File: src/rtl/vsect_pkg.sv
package vsect_pkg;
  typedef enum logic [2:0] {
    OP_NOP      = 3'd0,
    OP_SET      = 3'd1,
    OP_STEP_IDX = 3'd2,
    OP_STEP_LEN = 3'd3,
    OP_MASK_ON  = 3'd4,
    OP_MASK_OFF = 3'd5,
    OP_GET_SS   = 3'd6,
    OP_RSVD     = 3'd7
  } vs_op_e;

  typedef struct packed {
    logic set;
    logic step_idx;
    logic step_len;
    logic mask_on;
    logic mask_off;
    logic get_ss;
  } vs_ctl_t;
endpackage

File: src/rtl/vsect_decode.sv
module vsect_decode
  import vsect_pkg::*;
(
  input  logic       clk_i,
  input  logic       rst_ni,
  input  logic       valid_i,
  input  logic [2:0] op_i,
  output vs_ctl_t    ctl_o
);
  vs_op_e op;
  assign op = vs_op_e'(op_i);

  always_comb begin
    ctl_o = '0;
    if (valid_i) begin
      unique case (op)
        OP_SET:      ctl_o.set      = 1'b1;
        OP_STEP_IDX: ctl_o.step_idx = 1'b1;
        OP_STEP_LEN: ctl_o.step_len = 1'b1;
        OP_MASK_ON:  ctl_o.mask_on  = 1'b1;
        OP_MASK_OFF: ctl_o.mask_off = 1'b1;
        OP_GET_SS:   ctl_o.get_ss   = 1'b1;
        default:     ctl_o = '0;
      endcase
    end
  end

  // reserved, nop and idle issue slots raise no control
  a_r9_idle_no_ctl: assert property (@(posedge clk_i) disable iff (!rst_ni)
    (!valid_i || op_i == 3'd0 || op_i == 3'd7) |-> (ctl_o == '0));
endmodule

File: src/rtl/vsect_step.sv
module vsect_step #(
  parameter int XLEN    = 32,
  parameter int SECTION = 64,
  parameter int CNT_W   = $clog2(SECTION + 1)
) (
  input  logic [XLEN-1:0]  vlen_i,
  input  logic [XLEN-1:0]  vidx_i,
  output logic [XLEN-1:0]  idx_next_o,
  output logic [XLEN-1:0]  len_next_o,
  output logic [CNT_W-1:0] active_o
);
  localparam logic [XLEN-1:0]  SS_X = XLEN'(SECTION);
  localparam logic [CNT_W-1:0] SS_C = CNT_W'(SECTION);

  logic more_than_ss;
  assign more_than_ss = (vlen_i > SS_X);

  assign idx_next_o = vidx_i + SS_X;
  // saturating subtract: compare first, never wrap
  assign len_next_o = more_than_ss ? (vlen_i - SS_X) : '0;
  assign active_o   = (vlen_i < SS_X) ? CNT_W'(vlen_i) : SS_C;
endmodule

File: src/rtl/vsect_regs.sv
module vsect_regs
  import vsect_pkg::*;
#(
  parameter int XLEN = 32
) (
  input  logic            clk_i,
  input  logic            rst_ni,
  input  vs_ctl_t         ctl_i,
  input  logic [XLEN-1:0] opnd_a_i,
  input  logic [XLEN-1:0] opnd_b_i,
  input  logic [XLEN-1:0] opnd_c_i,
  input  logic [XLEN-1:0] idx_next_i,
  input  logic [XLEN-1:0] len_next_i,
  output logic [XLEN-1:0] vlen_o,
  output logic [XLEN-1:0] vidx_o,
  output logic            mask_o
);
  always_ff @(posedge clk_i or negedge rst_ni) begin
    if (!rst_ni) begin
      vlen_o <= '0;
      vidx_o <= '0;
      mask_o <= 1'b0;
    end else begin
      if (ctl_i.set) begin
        vlen_o <= opnd_a_i;
        vidx_o <= opnd_b_i;
        mask_o <= |opnd_c_i;
      end
      if (ctl_i.step_idx) vidx_o <= idx_next_i;
      if (ctl_i.step_len) vlen_o <= len_next_i;
      if (ctl_i.mask_on)  mask_o <= 1'b1;
      if (ctl_i.mask_off) mask_o <= 1'b0;
    end
  end

  a_r2_set_loads: assert property (@(posedge clk_i) disable iff (!rst_ni)
    ctl_i.set |=> (vlen_o == $past(opnd_a_i) && vidx_o == $past(opnd_b_i)
                   && mask_o == ($past(opnd_c_i) != '0)));
  a_r4_len_no_wrap: assert property (@(posedge clk_i) disable iff (!rst_ni)
    ctl_i.step_len |=> (vlen_o <= $past(vlen_o)));
  a_r5_mask_on: assert property (@(posedge clk_i) disable iff (!rst_ni)
    ctl_i.mask_on |=> mask_o);
  a_r5_mask_off: assert property (@(posedge clk_i) disable iff (!rst_ni)
    ctl_i.mask_off |=> !mask_o);
  a_r9_hold: assert property (@(posedge clk_i) disable iff (!rst_ni)
    (ctl_i == '0 || ctl_i.get_ss) |=>
      ($stable(vlen_o) && $stable(vidx_o) && $stable(mask_o)));
endmodule

File: src/rtl/vsect_wb.sv
module vsect_wb
  import vsect_pkg::*;
#(
  parameter int XLEN    = 32,
  parameter int SECTION = 64,
  parameter int DST_W   = 5
) (
  input  logic             clk_i,
  input  logic             rst_ni,
  input  vs_ctl_t          ctl_i,
  input  logic [DST_W-1:0] dst_i,
  input  logic [XLEN-1:0]  idx_next_i,
  input  logic [XLEN-1:0]  len_next_i,
  output logic             wb_valid_o,
  output logic [DST_W-1:0] wb_dst_o,
  output logic [XLEN-1:0]  wb_data_o
);
  logic            has_res;
  logic [XLEN-1:0] res;

  assign has_res = ctl_i.step_idx | ctl_i.step_len | ctl_i.get_ss;

  always_comb begin
    res = '0;
    if (ctl_i.step_idx)      res = idx_next_i;
    else if (ctl_i.step_len) res = len_next_i;
    else if (ctl_i.get_ss)   res = XLEN'(SECTION);
  end

  always_ff @(posedge clk_i or negedge rst_ni) begin
    if (!rst_ni) begin
      wb_valid_o <= 1'b0;
      wb_dst_o   <= '0;
      wb_data_o  <= '0;
    end else begin
      wb_valid_o <= has_res;
      if (has_res) begin
        wb_dst_o  <= dst_i;
        wb_data_o <= res;
      end
    end
  end

  a_r8_wb_follows: assert property (@(posedge clk_i) disable iff (!rst_ni)
    wb_valid_o |-> $past(has_res));
  a_r8_wb_dst: assert property (@(posedge clk_i) disable iff (!rst_ni)
    has_res |=> (wb_valid_o && wb_dst_o == $past(dst_i)));
  a_r6_ss_value: assert property (@(posedge clk_i) disable iff (!rst_ni)
    ctl_i.get_ss |=> (wb_data_o == XLEN'(SECTION)));
endmodule

File: src/rtl/vsect_ctrl.sv
module vsect_ctrl
  import vsect_pkg::*;
#(
  parameter int XLEN    = 32,
  parameter int SECTION = 64,
  parameter int DST_W   = 5,
  localparam int CNT_W  = $clog2(SECTION + 1)
) (
  input  logic             clk_i,
  input  logic             rst_ni,
  input  logic             issue_valid_i,
  input  logic [2:0]       issue_op_i,
  input  logic [XLEN-1:0]  opnd_a_i,
  input  logic [XLEN-1:0]  opnd_b_i,
  input  logic [XLEN-1:0]  opnd_c_i,
  input  logic [DST_W-1:0] dst_i,
  output logic             wb_valid_o,
  output logic [DST_W-1:0] wb_dst_o,
  output logic [XLEN-1:0]  wb_data_o,
  output logic [XLEN-1:0]  vlen_o,
  output logic [XLEN-1:0]  vidx_o,
  output logic             mask_en_o,
  output logic [CNT_W-1:0] active_cnt_o
);
  vs_ctl_t         ctl;
  logic [XLEN-1:0] idx_next;
  logic [XLEN-1:0] len_next;

  vsect_decode u_dec (
    .clk_i   (clk_i),
    .rst_ni  (rst_ni),
    .valid_i (issue_valid_i),
    .op_i    (issue_op_i),
    .ctl_o   (ctl)
  );

  vsect_step #(.XLEN(XLEN), .SECTION(SECTION), .CNT_W(CNT_W)) u_step (
    .vlen_i     (vlen_o),
    .vidx_i     (vidx_o),
    .idx_next_o (idx_next),
    .len_next_o (len_next),
    .active_o   (active_cnt_o)
  );

  vsect_regs #(.XLEN(XLEN)) u_regs (
    .clk_i      (clk_i),
    .rst_ni     (rst_ni),
    .ctl_i      (ctl),
    .opnd_a_i   (opnd_a_i),
    .opnd_b_i   (opnd_b_i),
    .opnd_c_i   (opnd_c_i),
    .idx_next_i (idx_next),
    .len_next_i (len_next),
    .vlen_o     (vlen_o),
    .vidx_o     (vidx_o),
    .mask_o     (mask_en_o)
  );

  vsect_wb #(.XLEN(XLEN), .SECTION(SECTION), .DST_W(DST_W)) u_wb (
    .clk_i      (clk_i),
    .rst_ni     (rst_ni),
    .ctl_i      (ctl),
    .dst_i      (dst_i),
    .idx_next_i (idx_next),
    .len_next_i (len_next),
    .wb_valid_o (wb_valid_o),
    .wb_dst_o   (wb_dst_o),
    .wb_data_o  (wb_data_o)
  );

  a_r7_zero_len: assert property (@(posedge clk_i) disable iff (!rst_ni)
    (vlen_o == '0) |-> (active_cnt_o == '0));
  a_r7_bound: assert property (@(posedge clk_i) disable iff (!rst_ni)
    active_cnt_o <= CNT_W'(SECTION));
  a_r3_idx_step: assert property (@(posedge clk_i) disable iff (!rst_ni)
    ctl.step_idx |=> (vidx_o == $past(vidx_o) + XLEN'(SECTION)));
endmodule

File: config.mk
export PLATFORM = sky130hd
export DESIGN_NAME = vsect_ctrl
export DESIGN_NICKNAME = d
export VERILOG_FILES = /design/src/rtl/vsect_pkg.sv /design/src/rtl/vsect_decode.sv /design/src/rtl/vsect_step.sv /design/src/rtl/vsect_regs.sv /design/src/rtl/vsect_wb.sv /design/src/rtl/vsect_ctrl.sv
export SDC_FILE = /design/constraint.sdc
export NUM_CORES = 1
export LEC_CHECK = 0
export BUFFER_PORTS_ARGS = -buffer_cell sky130_fd_sc_hd__clkbuf_2
export CAP_MARGIN = 20
export CORE_MARGIN = 4
export CORE_UTILIZATION = 55
export CTS_BUF_LIST = sky130_fd_sc_hd__clkbuf_8
export CTS_CLUSTER_SIZE = 25
export DETAILED_ROUTE_END_ITERATION = 10
export PLACE_DENSITY = 0.92
export SYNTH_ARGS = -nofsm -noshare
export SYNTH_HDL_FRONTEND = slang
export SYNTH_SLANG_ARGS = --single-unit
File: constraint.sdc
create_clock -name clk_i -period 4.7 [get_ports clk_i]
set_clock_uncertainty 0.1 [all_clocks]
set_input_delay 0.94 -clock clk_i [delete_from_list [all_inputs] [get_ports clk_i]]
set_output_delay 0.94 -clock clk_i [all_outputs]
set_load 0.01 [all_outputs]
==> results.cfg, run 1 <==
[worst_setup_path]
r2r_setup_slack_ns = 1.52
worst_setup_path_start_kind = flip-flop
worstPathCellList = inv_1 -> ha_1 -> nor3b_1 -> nand2_1 -> nor3_1 -> and2_1 -> clkbuf_2
cp_slowest_cell = nor3_1
worstSetupEndpointType = output pin
timing.reg2reg.worst_path_depth = 6
critical-path-max-stage-delay_ns = 0.64
r2r-end = u_wb.wb_data_o[27]
worst-setup-path-type = reg2out
cp.arrival_ns = 2.85
beginning_of_the_worst_register_to_register_path = u_regs.vlen_o[12]
cp_max_fo = 7
worst-endpoint-required_ns = 3.66

[pwr]
power.sequential.fraction = 0.503
max-vdd-ir-drop_mv = 0.1854
power.net_switching_uw = 958.4
power_leakage_uw = 0.003365
share_clk_of_total_power = 0.205
power_density_mw_per_mm2 = 356.8
power.share.switching = 0.3782
p_comb_frac = 0.292
cellInternalPower_uw = 1576

[sta]
timing.final.crit_share = 0.8267
post-route-min-period_ns = 3.885
grt_setup_unrepaired = no
tightestPinTransition_ns = 0.9561
worst_slew_margin_rel = 0.3626
totalNegativeSetupSlack_ns = 0
achievable-frequency_mhz = 257.4
finalSetupViolations = 0
maxSlewViolCount = 0
report.final.hold_viol_count = 0

[clock_tree]
clk-insertion-delay-late_ns = 0.37
cts_tree = done
cts.htree.levels = 3
clock_path_buffers = 2
clockRootBuffer = clkbuf_8
total_cts_buffers = 9
clkSinkCount = 103
hold_buffers = 0
clock_transition_at_the_register_clock_pins_on_the_worst_setup_and_hold_paths_after_cts_ns = 0.10
cts_resized = 0
post-cts-setup-buffers = 0

[synthesis]
synth.distinct_cells = 59
mappedNetlistArea_mm2 = 0.005753
syn-instance-count = 643
synthFlopType = dfrtp_1
synth_area_per_cell_um2 = 8.947
synth_seq_area_share = 0.4480
count_of_flip_flops_with_a_built_in_enable_after_synthesis = 0
synth-warning-count = 0
synth.ff_latch_count = 103
synth.net_count = 753
synthArstFlopShare = 1.000

[drt]
drt_first_pass_iters = 6
detail-route-antenna-nets = 0
drc_errors = 0
mean_number_of_vias_per_cell = 6.365
route.final.wire_length_um = 19330
dr_total_vias = 6225
first_iter_violations = 612
routed_wire_length_per_instance_um = 19.76

[grt]
gr-usage-all-layers = 0.3097
grt_max_degree = 77
grt_antenna_before_repair = 0
vias_in_the_first_global_route = 5553
globalRoute.totalOverflow = 0
grt_first_pass_wirelength_um = 29130

[worst_hold_path]
worstHoldPathCells = 2
worst_hold_startpoint = u_wb.wb_dst_o[0]
hold_class = reg2reg
whs_endpoint = u_wb.wb_dst_o[0]

[die]
chipHeight_um = 110.3
io-pin-count = 217
die_width_um = 110.3
rows = 37
core_region_area_mm2 = 0.01028
die_area_mm2 = 0.01216
initial_utilization = 0.5598

[run]
timing.max_cap.violations = 0

[layout]
fin_nets = 948
antenna_cells_inserted = 0
area_delta_synth_final_pct = 23.47
drive_above_1_share = 0.2981
final_design_area_no_fill_mm2 = 0.007103

[place]
gp_congestion = 0.9371
numPortBuffers = 216
postPlaceCellArea_mm2 = 0.006930
dp_hpwl_um = 14310

[run_status]
run_status = complete, no violations
==> power groups by stage <==
stage / registers [µW] / logic [µW] / clock network (µW)
2_1_floorplan: 1290 / 355 / 0
3_3_place_gp: 1270 / 722 / 0
3_5_place_dp: 1280 / 734 / 0
4_1_cts: 1270 / 737 / 517
5_1_grt: 1300 / 810 / 555
6_report: 1280 / 740 / 519
==> cells in the final DEF, fill, tap and decap left out, types with 7 or more instances in the layout <==
master | Yosys | routed
clkbuf_2 | 0 | 215
dfrtp_1 | 103 | 103
nand2_1 | 81 | 81
o21ai_0 | 53 | 53
nor2_1 | 42 | 40
a21oi_1 | 38 | 38
nor4_1 | 28 | 28
a221o_1 | 28 | 28
nor3_1 | 22 | 22
nand3_1 | 18 | 18
xnor2_1 | 16 | 16
inv_1 | 13 | 13
buf_4 | 1 | 12
or4_1 | 11 | 11
xor2_1 | 11 | 11
and3_1 | 11 | 11
nand4_1 | 10 | 10
a22oi_1 | 10 | 10
clkbuf_8 | 0 | 10
nor3b_1 | 8 | 8
and2_1 | 8 | 8
or3_1 | 7 | 7
o31ai_1 | 7 | 7
==> critical path: cells and delay by family (launching register included) <==
family,cells,cell delay [ns]
adder cells (fa/ha/maj),1,0.27
buffers and inverters,2,0.28
flip-flops,1,0.46
AND/OR/NAND/NOR,4,1.47
==> sequential cells by signal, indices dropped and copies added (netlist names) <==
signal           flops
u_regs.vlen_o       32
u_wb.wb_valid_o      1
u_regs.vidx_o       32
u_wb.wb_dst_o        5
u_regs.mask_o        1
u_wb.wb_data_o      32
==> area by class of cell <==
cell class	count	area [µm²]
multi-input cells	482	2960
repair buffers	227	1166
well taps	136	170.2
inverters	15	56.30
fillers	830	3174
clock inverters	5	35.03
flip-flops and latches	103	2577
clock buffers	10	137.6
==> logic make-up (layout without fill, tap and decap cells) <==
kind of cell / Yosys count / count (layout) / share of synthesized area
XOR/XNOR: 27 / 27 / 0.04110
buffers and inverters: 58 / 257 / 0.03915
adder cells (fa/ha/maj): 3 / 3 / 0.006525
AND/OR/NAND/NOR: 259 / 259 / 0.2286
AO/OA/AOI/OAI: 190 / 190 / 0.2314
flip-flops: 103 / 103 / 0.4480
multiplexers: 3 / 3 / 0.005220
==> routing by layer <==
layer | wire, µm | track usage | up-vias
met1 | 7553 | 0.4400 | 2953
met2 | 8945 | 0.4649 | 416
li1 | - | - | 2805
met4 | 606 | 0.1003 | 0
met3 | 2225 | 0.08096 | 51
met5 | 0 | 0 | -
==> how the worst max path moves through the flow <==
stage | from | endpoint | slack [ns] | cells past startpoint
after detailed placement | u_regs.vlen_o[6] | active_cnt_o[1] | 1.29 | 7
after global placement | u_regs.vlen_o[6] | active_cnt_o[6] | 1.39 | 7
final | u_regs.vlen_o[6] | active_cnt_o[1] | 0.81 | 7
after global routing | u_regs.vlen_o[6] | active_cnt_o[1] | 0.55 | 7
after CTS | u_regs.vlen_o[6] | active_cnt_o[1] | 0.87 | 7
after floorplan | u_regs.vlen_o[6] | active_cnt_o[0] | 1.83 | 6
==> per-stage QoR <==
stage / setup slack (ns) / total power, µW / util / std cells / hold WS [ns]
floorplan: 1.832 / 1644 / - / 643 / 0.4139
global placement: 1.391 / 1992 / 0.6743 / 963 / 0.3596
detailed placement: 1.294 / 2014 / 0.6743 / 963 / 0.3673
CTS: 0.8663 / 2520 / 0.6911 / 978 / 0.3923
global route: 0.5547 / 2665 / 0.6911 / 978 / 0.4039
finish: 0.8147 / 2534 / 0.6911 / 978 / 0.3879
==> cells in the mapped netlist (all sizes together) (8+ instances only) <==
cell type / count / area share
nor3: 22 / 0.019
and3: 11 / 0.012
nor3b: 8 / 0.010
clkbuf: 37 / 0.024
nand2: 82 / 0.054
a21oi: 38 / 0.033
nand4: 10 / 0.011
o31ai: 8 / 0.013
o21ai: 54 / 0.047
nand3: 18 / 0.016
a22oi: 10 / 0.013
nor4: 28 / 0.030
inv: 13 / 0.0085
dfrtp: 103 / 0.45
a221o: 28 / 0.049
xor2: 11 / 0.017
or4: 12 / 0.016
and2: 8 / 0.0087
xnor2: 16 / 0.024
nor2: 42 / 0.027
(Power assumes the default switching activity.)
==> inputs of run 2 (changes only) <==
CORE_UTILIZATION = 51   (was 55)
PLACE_DENSITY = 0.87   (was 0.92)
clock period = 3.9 ns   (was 4.7 ns; I/O delays follow)
==> results.cfg, run 2 (same netlist as run 1, synthesis figures left out) <==
[worst_setup_path]
worstSetupEndpointType = output pin
critPathTopFamily = simple AND/OR/NAND/NOR gates
cp.arrival_ns = 2.57
timing.critical_path.buf_inv = 1
cp_max_fo = 7
critical-path-max-stage-delay_ns = 0.55
worst-setup-path-type = reg2out
r2r-end = u_wb.wb_data_o[6]
r2r_setup_slack_ns = 0.78
worstPathCellList = nor4_1 -> nand4_1 -> nor3_2 -> and2_1 -> clkbuf_2
beginning_of_the_worst_register_to_register_path = u_regs.vlen_o[12]
worst-endpoint-required_ns = 3.02
timing.reg2reg.worst_path_depth = 6
cp_slowest_cell = nor4_1
worst_setup_path_start_kind = flip-flop

[grt]
globalRoute.totalOverflow = 0
gr-usage-all-layers = 0.2900
vias_in_the_first_global_route = 5722
grt_first_pass_wirelength_um = 30090
grt_antenna_before_repair = 0
grt_max_degree = 57

[pwr]
max-vdd-ir-drop_mv = 0.2469
power_density_mw_per_mm2 = 447.9
total_power_uw = 3228
power_leakage_uw = 0.003418

[layout]
biggestRegsByFlops = u_regs.vidx_o x32, u_regs.vlen_o x32, u_wb.wb_data_o x32
final_common_cell = clkbuf_2
fin_nets = 949
drive_above_1_share = 0.3021
fillerInstances = 917
commonest_non_fill_non_tap_cells_in_the_layout = clkbuf_2 (215), dfrtp_1 (103), nand2_1 (81)
final_util = 0.6590
area_delta_synth_final_pct = 25.27
antenna_cells_inserted = 0
final_cells = 984

[sta]
tightestPinTransition_ns = 0.8363
report.final.hold_viol_count = 0
timing.final.crit_share = 0.8850
post-route-min-period_ns = 3.451
achievable-frequency_mhz = 289.7
totalNegativeSetupSlack_ns = 0
worst_slew_margin_rel = 0.4400
finalSetupViolations = 0
final.setup.worst_slack_ns = 0.4487
maxSlewViolCount = 0
grt_setup_unrepaired = no

[drt]
route.final.wire_length_um = 19350
dr_total_vias = 6109
mean_number_of_vias_per_cell = 6.208
detail-route-antenna-nets = 0
drc_errors = 0
drt_first_pass_iters = 5
routed_wire_length_per_instance_um = 19.66
first_iter_violations = 649

[die]
rows = 38
io-pin-count = 217
initial_utilization = 0.5261
die_width_um = 114.2
core_region_area_mm2 = 0.01094
chipHeight_um = 114.2
die_area_mm2 = 0.01304

[clock_tree]
post-cts-setup-buffers = 0
clk-insertion-delay-late_ns = 0.37
cts.htree.levels = 3
clkSinkCount = 103
clockRootBuffer = clkbuf_8
total_cts_buffers = 9
clock_path_buffers = 2
clock_transition_at_the_register_clock_pins_on_the_worst_setup_and_hold_paths_after_cts_ns = 0.11
cts_resized = 0
cts_tree = done
hold_buffers = 0

[run]
timing.max_cap.violations = 0

[place]
numPortBuffers = 216
gp_congestion = 0.9370
place.detailed.instances = 968
dp_hpwl_um = 14460
detailedPlace.worstSlack_ns = 0.6899

[worst_hold_path]
hold_class = in2async

[run_status]
run_status = complete, no violations
## run 2: through the flow
| step | hold WS [ns] | cell area [µm²] |
|---|---|---|
| global route | 0.3726 | 7207 |
| CTS | 0.3461 | 7202 |
| global placement | 0.3597 | 6960 |
| finish | 0.3298 | 7207 |
| floorplan | 0.3844 | 5753 |
| detailed placement | 0.3655 | 6960 |
## run 2: report_power, final
group | internal [µW] | switching [µW] | leakage, µW
Sequential | 1260 | 275 | 0.00129
Combinational | 402 | 496 | 0.00201
Clock | 416 | 382 | 0.000119
## run 2: worst reg2reg max path, stage by stage (launching register included)
cell,delay [ns]
dfrtp_1,0.47
or4_1,0.59
or4_4,0.53
o31ai_4,0.64
buf_4,0.26
nor3_1,0.07
o32a_1,0.36
## run 2: layer usage
metal	vias up	wire, µm	GRT usage
li1	2793	-	-
met1	2949	8183	0.4221
met2	337	9056	0.4407
met3	30	1738	0.05761
met4	0	367	0.08630
met5	-	0	0
## run 2: cell type report
| type | count | area (µm²) | share of cell area |
|---|---|---|---|
| Clock buffer | 12 | 165.2 | 0.02292 |
| Tap cell | 140 | 175.2 | 0.02431 |
| Clock inverter | 4 | 76.32 | 0.01059 |
| Multi-Input combinational cell | 482 | 2970 | 0.4122 |
| Inverter | 15 | 56.30 | 0.007813 |
| Sequential cell | 103 | 2577 | 0.3576 |
| Timing Repair Buffer | 228 | 1186 | 0.1646 |
## run 2: how the worst max path moves through the flow
stage	startpoint	to	slack (ns)	depth (start not counted)
CTS	u_regs.vlen_o[6]	active_cnt_o[0]	0.28	7
detailed placement	u_regs.vlen_o[6]	active_cnt_o[0]	0.69	7
global route	u_regs.vlen_o[20]	active_cnt_o[5]	0.22	5
finish	u_regs.vlen_o[20]	active_cnt_o[0]	0.45	5
global placement	u_regs.vlen_o[6]	active_cnt_o[2]	0.79	7
floorplan	u_regs.vlen_o[6]	active_cnt_o[0]	1.19	6
==> inputs of run 3 (changes only) <==
CELL_PAD_IN_SITES_DETAIL_PLACEMENT = 1   (was default)
CELL_PAD_IN_SITES_GLOBAL_PLACEMENT = 1   (was default)
CORE_UTILIZATION = 39   (was 51)
SYNTH_HIERARCHICAL = 1   (was default)
==> results.cfg, run 3 <==
[synthesis]
synth.distinct_cells = 49
synth_top_family_by_area = simple AND/OR/NAND/NOR gates
mappedNetlistArea_mm2 = 0.006454
synth.top_cells.by_area = dfrtp_1 (40%), mux2i_1 (9.9%), a21oi_1 (5.7%), nand2_1 (4.3%), or3b_1 (4.2%)
yosys-mux-area-fraction = 0.1080
synth_top_area_cell = dfrtp_1
synth_area_per_cell_um2 = 9.367
post-synth-top-count-cell = dfrtp_1
synth_largest_type_area_fraction = 0.3994
synth-warning-count = 6
ys_top_cells_by_count = dfrtp_1 (103), a21oi_1 (74), nand2_1 (74), mux2i_1 (64), o21ai_1 (41)
synthArstFlopShare = 1.000
count_of_flip_flops_with_a_built_in_enable_after_synthesis = 0
synth_fa_ha_area_frac = 0.005816
synth_seq_area_share = 0.3994
synth.net_count = 799
synthXorXnorAreaFrac = 0.04614
syn-instance-count = 689
synth.ff_latch_count = 103
synthFlopType = dfrtp_1
synth_compound_area_frac = 0.1501
area_share_of_and_or_nand_nor_cells_after_synthesis = 0.2268

[layout]
fillerInstances = 1940
final_util = 0.4825
antenna_cells_inserted = 0
commonest_non_fill_non_tap_cells_in_the_layout = clkbuf_2 (215), dfrtp_1 (103), nand2_1 (74), a21oi_1 (74), mux2i_1 (64)
drive_above_1_share = 0.3001
biggestRegsByFlops = u_regs/vidx_o x32, u_regs/vlen_o x32, u_wb/wb_data_o x32
fin_nets = 981
final_common_cell = clkbuf_2
final_cells = 1089
area_delta_synth_final_pct = 20.05

[grt]
grt_max_degree = 104
gr-usage-all-layers = 0.2221
grt_antenna_before_repair = 0
grt_first_pass_wirelength_um = 32800
globalRoute.totalOverflow = 0
vias_in_the_first_global_route = 5926

[sta]
totalNegativeSetupSlack_ns = 0
finalSetupViolations = 0
timing.final.crit_share = 0.9136
achievable-frequency_mhz = 280.7
report.final.hold_viol_count = 0
maxSlewViolCount = 0
fin_hold_ws_ns = 0.3644
worst_slew_margin_rel = 0.5262
final.setup.worst_slack_ns = 0.3369
tightestPinTransition_ns = 0.7106
grt_setup_unrepaired = no
post-route-min-period_ns = 3.563

[run]
timing.max_cap.violations = 0

[drt]
dr_total_vias = 5902
routed_wire_length_per_instance_um = 19.20
route.final.wire_length_um = 20900
detail-route-antenna-nets = 0
drc_errors = 0
drt_first_pass_iters = 5
first_iter_violations = 387
mean_number_of_vias_per_cell = 5.420

[worst_setup_path]
cp.arrival_ns = 2.68
cp_max_fo = 10
beginning_of_the_worst_register_to_register_path = u_regs/vlen_o[6]
worst-endpoint-required_ns = 3.02
worstSetupEndpointType = output pin
r2r-end = u_wb/wb_data_o[28]
worst_setup_path_start_kind = flip-flop
cp-endpoint = active_cnt_o[2]
timing.reg2reg.worst_path_depth = 8
worst-setup-path-type = reg2out
r2r_setup_slack_ns = 0.98
launching_instance_or_port_of_the_critical_path = u_regs/vlen_o[26]

[die]
initial_utilization = 0.4019
io-pin-count = 217
die_width_um = 136.6
rows = 46
die_area_mm2 = 0.01867
core_region_area_mm2 = 0.01606
chipHeight_um = 136.6

[pwr]
power_density_mw_per_mm2 = 505.7
max-vdd-ir-drop_mv = 0.1817
power_leakage_uw = 0.003405

[clock_tree]
clock_path_buffers = 2
clock_transition_at_the_register_clock_pins_on_the_worst_setup_and_hold_paths_after_cts_ns = 0.10
cts_tree = done
clockRootBuffer = clkbuf_8
post-cts-setup-buffers = 0
hold_buffers = 0
cts_resized = 0
clk-insertion-delay-late_ns = 0.37
total_cts_buffers = 9
clkSinkCount = 103
cts.htree.levels = 3

[place]
detailedPlace.worstSlack_ns = 0.7583
numPortBuffers = 216
dp_hpwl_um = 15630
place.detailed.instances = 1076
gp_congestion = 0.8344

[worst_hold_path]
hold_class = in2async

[run_status]
run_status = complete, no violations
-- run 3: changes by cell type in the layout (fill, tap and decap cells not counted), moves of 20 or more --
cell,change
a21oi_1,+36
a221o_1,-28
mux2i_1,+61
nor2_1,-27
nor2b_1,+32
nor4_1,-20
o21ai_0,-26
o21ai_1,+40
or3b_1,+31
-- run 3: power breakdown --
group / switching (µW) / total, µW / internal, µW / leakage [µW]
logic: 863 / 1500 / 637 / 0.00203
registers: 373 / 1730 / 1360 / 0.00128
clock network: 370 / 690 / 320 / 0.0000985
-- run 3: per-layer routing --
metal	wire, µm	share of wire	GRT usage
met1	9810	0.47	0.3214
met2	9681	0.46	0.3442
met3	1070	0.051	0.03640
met4	342	0.016	0.06103
met5	0	0	0
-- run 3: worst min path at each step --
stage | start | endpoint | slack (ns)
finish | rst_ni | u_wb/wb_dst_o[3] | 0.36
global route | rst_ni | u_wb/wb_valid_o | 0.36
CTS | rst_ni | u_wb/wb_valid_o | 0.38
detailed placement | u_wb/wb_dst_o[0] | u_wb/wb_dst_o[0] | 0.40
global placement | u_wb/wb_dst_o[3] | u_wb/wb_dst_o[3] | 0.39
floorplan | rst_ni | u_regs/mask_o | 0.38
-- run 3: kinds of logic after synthesis --
| family | Yosys count |
|---|---|
| simple gates | 243 |
| flops | 103 |
| compound gates | 176 |
| buf+inv | 61 |
| mux | 69 |
| fa+ha+maj | 3 |
| xor+xnor | 34 |
-- run 3: layout make-up --
class                   instances  area [µm²]  share of cell area
clock buffers                  11       151.4             0.01954
clock inverters                 2       33.78            0.004360
well taps                     216       270.3             0.03488
inverters                       5       18.77            0.002422
multi-input cells             525        3480              0.4491
flip-flops and latches        103        2577              0.3327
repair buffers                227        1216              0.1570
-- run 3: worst max-delay path: stages (launching register included) --
cell and delay (ns):
dfrtp_1 0.47, or3_1 0.44, or4_4 0.46, nor4_4 0.56, and3_1 0.25, clkbuf_2 0.13
-- run 3: metrics by stage --
stage	total power, µW	instance area (µm²)
finish	3918	7747
global route	4195	7747
CTS	3958	7747
detailed placement	3250	7562
global placement	3175	7562
floorplan	2546	6454
